==> src/rtl/zol_pkg.sv <==
package zol_pkg;
    localparam int ZOL_AW = 16;
    localparam int ZOL_CW = 16;

    typedef struct packed {
        logic [ZOL_AW-1:0] start;
        logic [ZOL_AW-1:0] fin;
        logic [ZOL_CW-1:0] cnt;
    } zol_frame_t;
endpackage

==> src/rtl/zol_stack.sv <==
module zol_stack
    import zol_pkg::*;
#(
    parameter int DEPTH = 4
) (
    input  logic              clk,
    input  logic              rst,
    input  logic              push_i,
    input  logic              pop_i,
    input  logic              cnt_wr_i,
    input  logic [ZOL_CW-1:0] cnt_i,
    input  zol_frame_t        frame_i,
    output zol_frame_t        top_o,
    output logic              empty_o,
    output logic              ovf_o
);
    localparam int LW = $clog2(DEPTH + 1);

    typedef struct packed {
        zol_frame_t [DEPTH-1:0] mem;
        logic [LW-1:0]          lvl;
        logic                   ovf;
    } stk_t;

    stk_t st_d, st_q;
    logic full;
    logic empty;

    assign full    = (st_q.lvl == LW'(DEPTH));
    assign empty   = (st_q.lvl == '0);
    assign empty_o = empty;
    assign ovf_o   = st_q.ovf;

    always_comb begin
        top_o = '0;
        for (int i = 0; i < DEPTH; i++) begin
            if (st_q.lvl == LW'(i + 1)) top_o = st_q.mem[i];
        end
    end

    always_comb begin
        st_d = st_q;
        if (push_i) begin
            if (full) begin
                st_d.ovf = 1'b1;
            end else begin
                for (int i = 0; i < DEPTH; i++) begin
                    if (st_q.lvl == LW'(i)) st_d.mem[i] = frame_i;
                end
                st_d.lvl = st_q.lvl + LW'(1);
            end
        end else if (pop_i && !empty) begin
            st_d.lvl = st_q.lvl - LW'(1);
        end else if (cnt_wr_i && !empty) begin
            for (int i = 0; i < DEPTH; i++) begin
                if (st_q.lvl == LW'(i + 1)) st_d.mem[i].cnt = cnt_i;
            end
        end
    end

    always_ff @(posedge clk) begin
        if (rst) st_q <= '0;
        else     st_q <= st_d;
    end
endmodule

==> src/rtl/zol_repeat.sv <==
module zol_repeat
    import zol_pkg::*;
(
    input  logic              clk,
    input  logic              rst,
    input  logic              load_i,
    input  logic [ZOL_CW-1:0] load_val_i,
    input  logic              dec_i,
    output logic [ZOL_CW-1:0] remain_o
);
    logic [ZOL_CW-1:0] cnt_d, cnt_q;

    assign remain_o = (cnt_q == '0) ? '0 : cnt_q - ZOL_CW'(1);

    always_comb begin
        cnt_d = cnt_q;
        if (load_i)                   cnt_d = load_val_i;
        else if (dec_i && cnt_q != '0) cnt_d = remain_o;
    end

    always_ff @(posedge clk) begin
        if (rst) cnt_q <= '0;
        else     cnt_q <= cnt_d;
    end
endmodule

==> src/rtl/zol_seq.sv <==
module zol_seq
    import zol_pkg::*;
#(
    parameter int DEPTH = 4
) (
    input  logic              clk,
    input  logic              rst,
    input  logic              step_i,
    input  logic [ZOL_AW-1:0] pc_i,
    input  logic              len2_i,
    input  logic              taken_i,
    input  logic [ZOL_AW-1:0] target_i,
    input  logic              rep_start_i,
    input  logic [ZOL_CW-1:0] rep_cnt_i,
    input  logic              loop_push_i,
    input  logic [ZOL_AW-1:0] loop_end_i,
    input  logic [ZOL_CW-1:0] loop_cnt_i,
    output logic [ZOL_AW-1:0] next_pc_o,
    output logic              empty_o,
    output logic              ovf_o,
    output logic [ZOL_AW-1:0] top_start_o,
    output logic [ZOL_AW-1:0] top_end_o,
    output logic [ZOL_CW-1:0] top_cnt_o
);
    typedef struct packed {
        logic [ZOL_AW-1:0] pc;
        logic              push;
        logic              pop;
        logic              cnt_wr;
        logic [ZOL_CW-1:0] cnt;
        logic              rep_load;
        logic              rep_dec;
    } ctl_t;

    ctl_t              ctl_d;
    zol_frame_t        top, frame;
    logic [ZOL_CW-1:0] rep_left;
    logic [ZOL_AW-1:0] seq_pc;
    logic [ZOL_CW-1:0] dec_cnt;
    logic              at_end;

    assign seq_pc  = pc_i + (len2_i ? ZOL_AW'(2) : ZOL_AW'(1));
    assign dec_cnt = top.cnt - ZOL_CW'(1);
    assign at_end  = !empty_o && (pc_i == top.fin);
    assign frame   = '{start: seq_pc, fin: loop_end_i, cnt: loop_cnt_i};

    always_comb begin
        ctl_d    = '0;
        ctl_d.pc = pc_i;
        if (step_i) begin
            if (taken_i) begin
                ctl_d.pc = target_i;
            end else if (loop_push_i) begin
                if (loop_cnt_i == '0) begin
                    ctl_d.pc = loop_end_i + ZOL_AW'(1);
                end else begin
                    ctl_d.push = 1'b1;
                    ctl_d.pc   = seq_pc;
                end
            end else if (rep_start_i) begin
                ctl_d.rep_load = 1'b1;
                ctl_d.pc       = seq_pc;
            end else begin
                ctl_d.rep_dec = 1'b1;
                if (rep_left != '0) begin
                    ctl_d.pc = pc_i;
                end else if (at_end) begin
                    if (dec_cnt != '0) begin
                        ctl_d.cnt_wr = 1'b1;
                        ctl_d.cnt    = dec_cnt;
                        ctl_d.pc     = top.start;
                    end else begin
                        ctl_d.pop = 1'b1;
                        ctl_d.pc  = pc_i + ZOL_AW'(1);
                    end
                end else begin
                    ctl_d.pc = seq_pc;
                end
            end
        end
    end

    zol_stack #(.DEPTH(DEPTH)) u_stk (
        .clk      (clk),
        .rst      (rst),
        .push_i   (ctl_d.push),
        .pop_i    (ctl_d.pop),
        .cnt_wr_i (ctl_d.cnt_wr),
        .cnt_i    (ctl_d.cnt),
        .frame_i  (frame),
        .top_o    (top),
        .empty_o  (empty_o),
        .ovf_o    (ovf_o)
    );

    zol_repeat u_rep (
        .clk        (clk),
        .rst        (rst),
        .load_i     (ctl_d.rep_load),
        .load_val_i (rep_cnt_i),
        .dec_i      (ctl_d.rep_dec),
        .remain_o   (rep_left)
    );

    assign next_pc_o   = ctl_d.pc;
    assign top_start_o = top.start;
    assign top_end_o   = top.fin;
    assign top_cnt_o   = top.cnt;
endmodule

==> config.mk <==
export PLATFORM = sky130hd
export DESIGN_NAME = zol_seq
export DESIGN_NICKNAME = d
export VERILOG_FILES = /design/src/rtl/zol_pkg.sv /design/src/rtl/zol_stack.sv /design/src/rtl/zol_repeat.sv /design/src/rtl/zol_seq.sv
export SDC_FILE = /design/constraint.sdc
export NUM_CORES = 1
export LEC_CHECK = 0
export BUFFER_PORTS_ARGS = -buffer_cell sky130_fd_sc_hd__buf_2
export CAP_MARGIN = 40
export CORE_ASPECT_RATIO = 0.5
export CORE_UTILIZATION = 45
export DETAILED_ROUTE_END_ITERATION = 10
export PLACE_DENSITY_LB_ADDON = 0.15
export SYNTH_ARGS = -nofsm -noshare
export SYNTH_HDL_FRONTEND = slang
export SYNTH_SLANG_ARGS = --single-unit
==> constraint.sdc <==
create_clock -name clk -period 7.11 [get_ports clk]
set_input_delay 0.711 -clock clk [delete_from_list [all_inputs] [get_ports clk]]
set_output_delay 0.711 -clock clk [all_outputs]
set_load 0.05 [all_outputs]
==> impl_results.md, run 1 <==
- Final setup vio count: 0
- Latest clock arrival within the worst-skew pair: 530 ps
- R2R depth: 13
- First-pass GRT wire length: 82.3 mm
- Inst Count DP: 2178
- Port bufs: 152
- Final critical path time including I/O delays and setup: 6370 ps
- Global placement routability congestion: 1.00
- Final Max Slew Viols: 0
- Clock transition at the register clock pins on the worst setup and hold paths after CTS: 70 ps
- Data arrival time of the critical path: 5660 ps
- Count of mapped cells out of synthesis: 1755
- Number of register bits inferred by synthesis: 212
- Pint: around 2100 uW
- Area grow syn2layout: 13.3%
- Highest clock rate: 0.157 GHz
- Mean area per synthesized cell: 7.50 um^2
- Largest net degree at the start of global routing: a little over 80
- Count of flip-flops with a built-in enable after synthesis: 0
- Initial antenna violation count: 1
- Post-detailed-routing wire length: 54.6 mm
- Fillers: 2765
- Mapped cell area: 13200 um^2
- Outcome: complete, no violations
- Global-route total usage across every layer: 35.9%
- Post-CTS Resized: 0
- HPWL after DPL: 39.0 mm
- CTS Buffer Depth: 3
- Register area share after synthesis: about a third
- IR Drop Worst-Case VDD: around 0.00013 V
- Worst slack after detailed placement: 1410 ps
- Final design area excluding fillers: between 10000 and 15000 um^2
- Vias in the first global route: between 10000 and 15000
- Static Leakage: 0.00535 uW
- Setup repair after global routing missed its margin: no
- Seq pwr share: ~40%
- FF-to-FF End: u_stk.st_q[150]$_SDFFE_PP0P_
- Detailed-router iteration count before antenna repair: 6
- CP Capture Type: output pin
- Total power density per cell area: 207 nW/um^2
- Worst Setup Path Type: reg -> out
- Number of buffers inserted by post-CTS setup repair: 0
- First DRT Iteration DRCs: 1991
- Final routed DRC violation total: 0
- Post-synth net total: roughly 1900
- Crit-path max FO: 23
- Floorplan die height: 123 um
- Maximum capacitance violations: 0
- Worst setup slack for register-to-register paths: 1400 ps
- Effective utilization at floorplan: 46.7%
- Most used flip-flop cell after synthesis: dfxtp_1
- Class of the worst hold path: in -> reg
- Vias: between 10000 and 15000
- Share of the clock period used by the worst path: 89.5%
- Fraction of layout instances using a drive strength above 1: 15.1%
- Combinational share of power: 21.5%
- Nets@finish: 1920
- Share of synthesized registers carrying an async set or reset: 0%
- Final TNS setup: 0 ps
- GR Overflow Total: 0
- Final hold violations: 0
- Overall die area: 30000 um^2
- Net switching power: ~1000 uW
- Post-synth top area share: 32.3%
- Core region area: 28200 um^2
- CTS Hold Buffers Added: 0
- Distinct cell type count of the synthesized netlist: 87
- Worst setup endpoint: next_pc_o[3]
- Max-Slew Margin vs Limit: 33.6%
- Number of top-level pins: 153
- Startpoint kind of the worst setup timing path: flip-flop
- Final setup slack of the worst path: 744 ps
- Clock sink count: between 200 and 250
- Count of antenna-violating nets left after detailed routing: 0
- WL/cell: 24.7 um
- Final cell count without fillers: 2215
- Most frequent cell after synthesis: nand2_1
- Pin slew with the least headroom to its limit: 985 ps
- Area post-placement: 14200 um^2
- Clock root cell: clkbuf_16
- Horiz. Die Dim: ~240 um
- Worst Setup SP: u_stk.st_q[1]$_SDFFE_PP0P_
- Launch instance of the worst register-to-register path: u_stk.st_q[1]$_SDFFE_PP0P_
- Inserted Clock Buffers: 21
- Required time at the endpoint of the critical path: 6400 ps
- Vias per std cell: 6.53
- Final setup skew: 16.0 ps
- Clock power share: 38.6%
- Warning count from the yosys run: 0
- Top area cells in the synthesized netlist: dfxtp_1, nand2_1, a21oi_1, nor2_1, a211oi_1
- Floorplan row count: 43
- Leading cell types by count after synthesis: nand2_1, dfxtp_1, nor2_1, a21oi_1, clkbuf_1
- Leading area contributor after synthesis: dfxtp_1
- Min Hold Slack: 426 ps
- H-tree lvl count: 1
- Clock tree from TritonCTS: done
- Switching power as a share of total power: between 30% and 40%
## critical path, cell delays in order, from the launching register on
cell and delay, ps:
dfxtp_1 330, inv_1 140, ha_1 710, nor3b_2 580, buf_4 300, a221oi_1 100
a21oi_1 580, xnor2_1 210, nand4b_1 200, or4_1 540, buf_4 260, nor2_1 500
o211ai_1 180, a21oi_1 190, buf_2 280
## kinds of logic (layout without fill, tap and decap cells)
logic type / Yosys count / count (layout) / synth area share (%)
multiplexers: 30 / 30 / 2.39
AND/OR/NAND/NOR: 697 / 697 / 25.2
buffers and inverters: 193 / 270 / 6.07
adder cells (fa/ha/maj): 14 / 14 / 1.39
AO/OA/AOI/OAI: 543 / 543 / 28.3
XOR/XNOR: 66 / 66 / 4.39
other: 0 / 1 / 0
flip-flops: 212 / 212 / 32.3
## sequential cells by signal, summed over array words and instances (netlist names)
register	cells
u_rep.cnt_q	16
u_stk.st_q	195
u_stk.ovf_o	1
## area by class of cell
class / count / area [um^2] / share of cell area (%)
inverter: 38 / 143 / 0.957
tap: 382 / 478 / 3.21
sequential: 212 / 4240 / 28.5
clock buffer: 30 / 619 / 4.16
antenna: 1 / 2.50 / 0.0168
timing repair buffer: 196 / 1140 / 7.67
multi-input combinational: 1350 / 8190 / 54.9
clock inverter: 6 / 86.3 / 0.579
## through the flow
stage | util (%) | power, uW
after CTS | 52.9 | 3070
after global routing | 52.9 | 3180
after detailed placement | 50.4 | 1900
after global placement | 49.9 | 1890
final | 52.9 | 3080
after floorplan | - | 1690
## how the worst min path moves through the flow
stage	from	to	slack, ps	depth (start not counted)
global placement	u_stk.st_q[176]$_SDFFE_PP0P_	u_stk.st_q[176]$_SDFFE_PP0P_	440	2
detailed placement	u_stk.st_q[132]$_SDFFE_PP0P_	u_stk.st_q[132]$_SDFFE_PP0P_	450	2
CTS	rep_cnt_i[7]	u_rep.cnt_q[7]$_SDFFE_PP0P_	410	3
global route	rep_cnt_i[7]	u_rep.cnt_q[7]$_SDFFE_PP0P_	410	3
finish	rep_cnt_i[7]	u_rep.cnt_q[7]$_SDFFE_PP0P_	430	3
floorplan	u_stk.st_q[9]$_SDFFE_PP0P_	u_stk.st_q[9]$_SDFFE_PP0P_	430	1
## layer usage
metal,global-route usage (%),part of all wire [%],vias up
met4,11.9,3.0,0
met1,50.1,43,6890
met2,56.4,44,935
li1,-,-,6505
met3,6.03,10,128
met5,0,0,-
## power groups by stage
stage | Sequential [uW] | Clock, uW | Combinational (uW)
global placement | 1250 | 0 | 634
global route | 1230 | 1250 | 701
floorplan | 1250 | 0 | 440
finish | 1230 | 1190 | 662
detailed placement | 1250 | 0 | 644
CTS | 1230 | 1190 | 647
## placed cells by master (no fill, tap or decap), drive strengths merged, types with 11 or more instances in the layout
master / instances
a211oi: 72
a21oi: 168
a221o: 24
a221oi: 29
a22o: 15
a22oi: 20
a31oi: 20
and3: 13
buf: 196
clkbuf: 30
dfxtp: 212
ha: 13
inv: 37
mux2: 11
mux2i: 19
nand2: 262
nand2b: 22
nand3: 48
nand3b: 20
nand4: 13
nor2: 178
nor2b: 11
nor3: 48
nor4: 17
o21ai: 77
o22ai: 12
o31ai: 22
xnor2: 53
xor2: 13
Note: power is estimated with default switching activity, not from simulation.
==> inputs of run 2 (changes only) <==
ABC_AREA = 1   (was default)
==> impl_results.md, run 2 <==
- Outcome: complete, no violations (unchanged)
- Overall die area: 31700 um^2 (was 30000 um^2)
- Library cell appearing most often on the critical path: nand2_1
- Mux contribution to synthesized area: 0% (was 2.39%)
- Nets@finish: 2487 (was 1920)
- Worst setup slack for register-to-register paths: 2010 ps (was 1400 ps)
- CP Capture Type: output pin (unchanged)
- Final setup skew: 15.3 ps (was 16.0 ps)
- Core region area: 30400 um^2 (was 28200 um^2)
- FF-to-FF End: u_stk.st_q[163]$_SDFFE_PP0P_ (was u_stk.st_q[150]$_SDFFE_PP0P_)
- Power, Total: 2940 uW (was 3080 uW)
- Port bufs: 152 (unchanged)
- Initial antenna violation count: 1 (unchanged)
- Detailed-router iteration count before antenna repair: 6 (unchanged)
- Most frequent cell after synthesis: nand2_1 (unchanged)
- Leading cell types in the layout, fill and taps excluded: nand2_1, nor2_1, dfxtp_1 (was nand2_1, dfxtp_1, nor2_1)
- Final design area excluding fillers: 15500 um^2 (was 14900 um^2)
- Clock tree from TritonCTS: done (unchanged)
- First DRT Iteration DRCs: 1404 (was 1991)
- Share of the clock period used by the worst path: 82.4% (was 89.5%)
- First-pass GRT wire length: 76.8 mm (was 82.3 mm)
- Floorplan row count: 45 (was 43)
- Startpoint kind of the worst setup timing path: flip-flop (unchanged)
- Largest net degree at the start of global routing: 86 (was 81)
- Final routed DRC violation total: 0 (unchanged)
- Most common cell after layout, fill and taps aside: nand2_1 (unchanged)
- Fillers: 3226 (was 2765)
- CTS Hold Buffers Added: 0 (unchanged)
- CTS Buffer Depth: 3 (unchanged)
- Global placement routability congestion: 0.976 (was 1.00)
- Main combinational cell family by area after synthesis: simple AND/OR/NAND/NOR gates (was compound AO/OA/AOI/OAI gates)
- Floorplan die height: 126 um (was 123 um)
- Largest register FFs: 195 (unchanged)
- Category of cells accounting for the largest share of critical-path delay: simple AND/OR/NAND/NOR gates (unchanged)
- Class of the worst hold path: in -> reg (unchanged)
- Highest clock rate: 0.171 GHz (was 0.157 GHz)
- Count of antenna-violating nets left after detailed routing: 0 (unchanged)
- Count of flip-flops with a built-in enable after synthesis: 0 (unchanged)
- Critical-path cell list: inv_4, ha_1, inv_2, nand3_1, a21oi_4, ha_1, nand3_1, nor2_2, nand3_1, nor2_1, nand2_1, nand2_1, nand2_1, nor2_1, nand3_1, nand3_1, nand3_1, nand2_1, nand2_1, nand2_1, nand2_1, buf_2 (was inv_1, ha_1, nor3b_2, buf_4, a221oi_1, a21oi_1, xnor2_1, nand4b_1, or4_1, buf_4, nor2_1, o211ai_1, a21oi_1, buf_2)
- Post-synth top area share: 30.4% (was 32.3%)
- Final critical path time including I/O delays and setup: 5860 ps (was 6370 ps)
- Most used flip-flop cell after synthesis: dfxtp_1 (unchanged)
- Max-Slew Margin vs Limit: 39.3% (was 33.6%)
- Clock sink count: 212 (unchanged)
- Vias: 15400 (was 14500)
- Clock transition at the register clock pins on the worst setup and hold paths after CTS: 60 ps (was 70 ps)
- Leading cell types by count after synthesis: nand2_1, nor2_1, dfxtp_1, nand3_1, o21ai_0 (was nand2_1, dfxtp_1, nor2_1, a21oi_1, clkbuf_1)
- Latest clock arrival within the worst-skew pair: 520 ps (was 530 ps)
- Number of top-level pins: 153 (unchanged)
- Global-route total usage across every layer: 30.5% (was 35.9%)
- Worst path max stage delay: 650 ps (was 710 ps)
- Critical path buffer and inverter count: 3 (was 4)
- Pin slew with the least headroom to its limit: 908 ps (was 985 ps)
- Top area cells in the synthesized netlist: dfxtp_1, nand2_1, nor2_1, nand3_1, o21ai_0 (was dfxtp_1, nand2_1, a21oi_1, nor2_1, a211oi_1)
- Fraction of layout instances using a drive strength above 1: 11.2% (was 15.1%)
- Warning count from the yosys run: 0 (unchanged)
- Post-detailed-routing wire length: 48.8 mm (was 54.6 mm)
- Worst setup endpoint: next_pc_o[14] (was next_pc_o[3])
- Final hold violations: 0 (unchanged)
- Total power density per cell area: 190 nW/um^2 (was 207 nW/um^2)
- Mean area per synthesized cell: 6.01 um^2 (was 7.50 um^2)
- Number of buffers inserted by post-CTS setup repair: 0 (unchanged)
- Area grow syn2layout: 11.2% (was 13.3%)
- Synth Area in XOR/XNOR: 2.58% (was 4.39%)
- Post-synthesis compound-gate area fraction: 16.4% (was 28.3%)
- Clock root cell: clkbuf_16 (unchanged)
- Post-synth net total: 2420 (was 1856)
- Vias in the first global route: 14100 (was 13400)
- Data arrival time of the critical path: 5140 ps (was 5660 ps)
- Worst Setup SP: u_stk.st_q[3]$_SDFFE_PP0P_ (was u_stk.st_q[1]$_SDFFE_PP0P_)
- Vias per std cell: 5.49 (was 6.53)
- Inserted Clock Buffers: 21 (unchanged)
- Setup repair after global routing missed its margin: no (unchanged)
- Static Leakage: 0.00753 uW (was 0.00535 uW)
- Share of synthesized registers carrying an async set or reset: 0% (unchanged)
- H-tree lvl count: 1 (unchanged)
- IR Drop Worst-Case VDD: 0.000132 V (was 0.000131 V)
- Mapped cell area: 13900 um^2 (was 13200 um^2)
- Crit. path cell count: 22 (was 14)
- Crit-path max FO: 35 (was 23)
- Effective utilization at floorplan: 45.9% (was 46.7%)
- Number of register bits inferred by synthesis: 212 (unchanged)
- Register area share after synthesis: 30.4% (was 32.3%)
- Launch instance of the worst register-to-register path: u_stk.st_q[3]$_SDFFE_PP0P_ (was u_stk.st_q[1]$_SDFFE_PP0P_)
- Final TNS setup: 0 ps (unchanged)
- Critical-path cell with the highest stage delay: dfxtp_1 (was ha_1)
- Distinct cell type count of the synthesized netlist: 45 (was 87)
- Horiz. Die Dim: 251 um (was 244 um)
- R2R depth: 20 (was 13)
- Simple-gate share of the synthesized area: 38.9% (was 25.2%)
- Worst Setup Path Type: reg -> out (unchanged)
- Final setup vio count: 0 (unchanged)
- WL/cell: 17.5 um (was 24.7 um)
- Adder-cell share of the synthesized area: 1.31% (was 1.39%)
- Required time at the endpoint of the critical path: 6400 ps (about the same)
- Count of mapped cells out of synthesis: 2319 (was 1755)
- Area post-placement: 14800 um^2 (was 14200 um^2)
- Final Max Slew Viols: 0 (unchanged)
- GR Overflow Total: 0 (unchanged)
- Top reg by flops: u_stk.st_q (unchanged)
- HPWL after DPL: 35.4 mm (was 39.0 mm)
- Leading area contributor after synthesis: dfxtp_1 (unchanged)
- Maximum capacitance violations: 0 (unchanged)
- Post-CTS Resized: 0 (unchanged)
[run 2: logic make-up after synthesis]
kind of cell	Yosys count
AO/OA/AOI/OAI	421
adder cells (fa/ha/maj)	14
flip-flops	212
XOR/XNOR	41
buffers and inverters	354
AND/OR/NAND/NOR	1277
[run 2: how the worst min path moves through the flow]
stage                                 start                           end  slack [ps]  depth (start not counted)
2_1_floorplan  u_stk.st_q[124]$_SDFFE_PP0P_  u_stk.st_q[124]$_SDFFE_PP0P_         420                          2
3_3_place_gp   u_stk.st_q[184]$_SDFFE_PP0P_  u_stk.st_q[184]$_SDFFE_PP0P_         430                          2
3_5_place_dp   u_stk.st_q[184]$_SDFFE_PP0P_  u_stk.st_q[184]$_SDFFE_PP0P_         440                          2
4_1_cts                       rep_cnt_i[15]  u_rep.cnt_q[15]$_SDFFE_PP0P_         440                          3
5_1_grt                       rep_cnt_i[15]  u_rep.cnt_q[15]$_SDFFE_PP0P_         440                          3
6_report                      rep_cnt_i[15]  u_rep.cnt_q[15]$_SDFFE_PP0P_         450                          3
[run 2: routing by layer]
metal | part of all wire (%) | GRT usage, % | vias up
met3 | 6.3 | 4.39 | 111
met1 | 44 | 40.0 | 7102
met5 | 0 | 0 | -
met4 | 3.8 | 11.4 | 0
met2 | 46 | 51.0 | 532
li1 | - | - | 7614
[run 2: metrics by stage]
step                      util, %  cells  setup slack (ps)  hold slack, ps
after floorplan                 -   2319              2640             425
after global placement       48.6   2759              1980             434
after detailed placement     48.8   2762              1850             439
after CTS                    51.0   2795              1290             439
after global routing         51.0   2795               649             437
final                        51.0   2797              1250             448
[run 2: layout make-up]
class	instances	area, um^2	share of cell area, %
Antenna cell	2	5.00	0.0323
Timing Repair Buffer	175	973	6.28
Sequential cell	212	4240	27.4
Clock buffer	27	578	3.73
Multi-Input combinational cell	1753	8270	53.4
Inverter	223	847	5.46
Clock inverter	6	86.3	0.557
Tap cell	399	499	3.22
[run 2: worst reg2reg max path, cell delays in order, from the launching register on]
cell and delay, ps:
dfxtp_1 650, inv_4 110, ha_1 240, inv_2 520, nand3_1 240, a21oi_4 250, ha_1 240, nand3_1 120
nor2_2 220, nand3_1 130, nor2_1 100, nand2_1 50, nand2_1 110, nand2_1 60, nor2_1 80, nand3_1 650
nand4_1 410, nand2_2 350, inv_1 310, nor2_1 80, nor2_1 100
[run 2: where the power goes]
part | internal (uW) | leakage (uW) | switching, uW
clock | 643 | 0.000325 | 483
combinational | 161 | 0.00549 | 424
sequential | 1220 | 0.00172 | 15.9
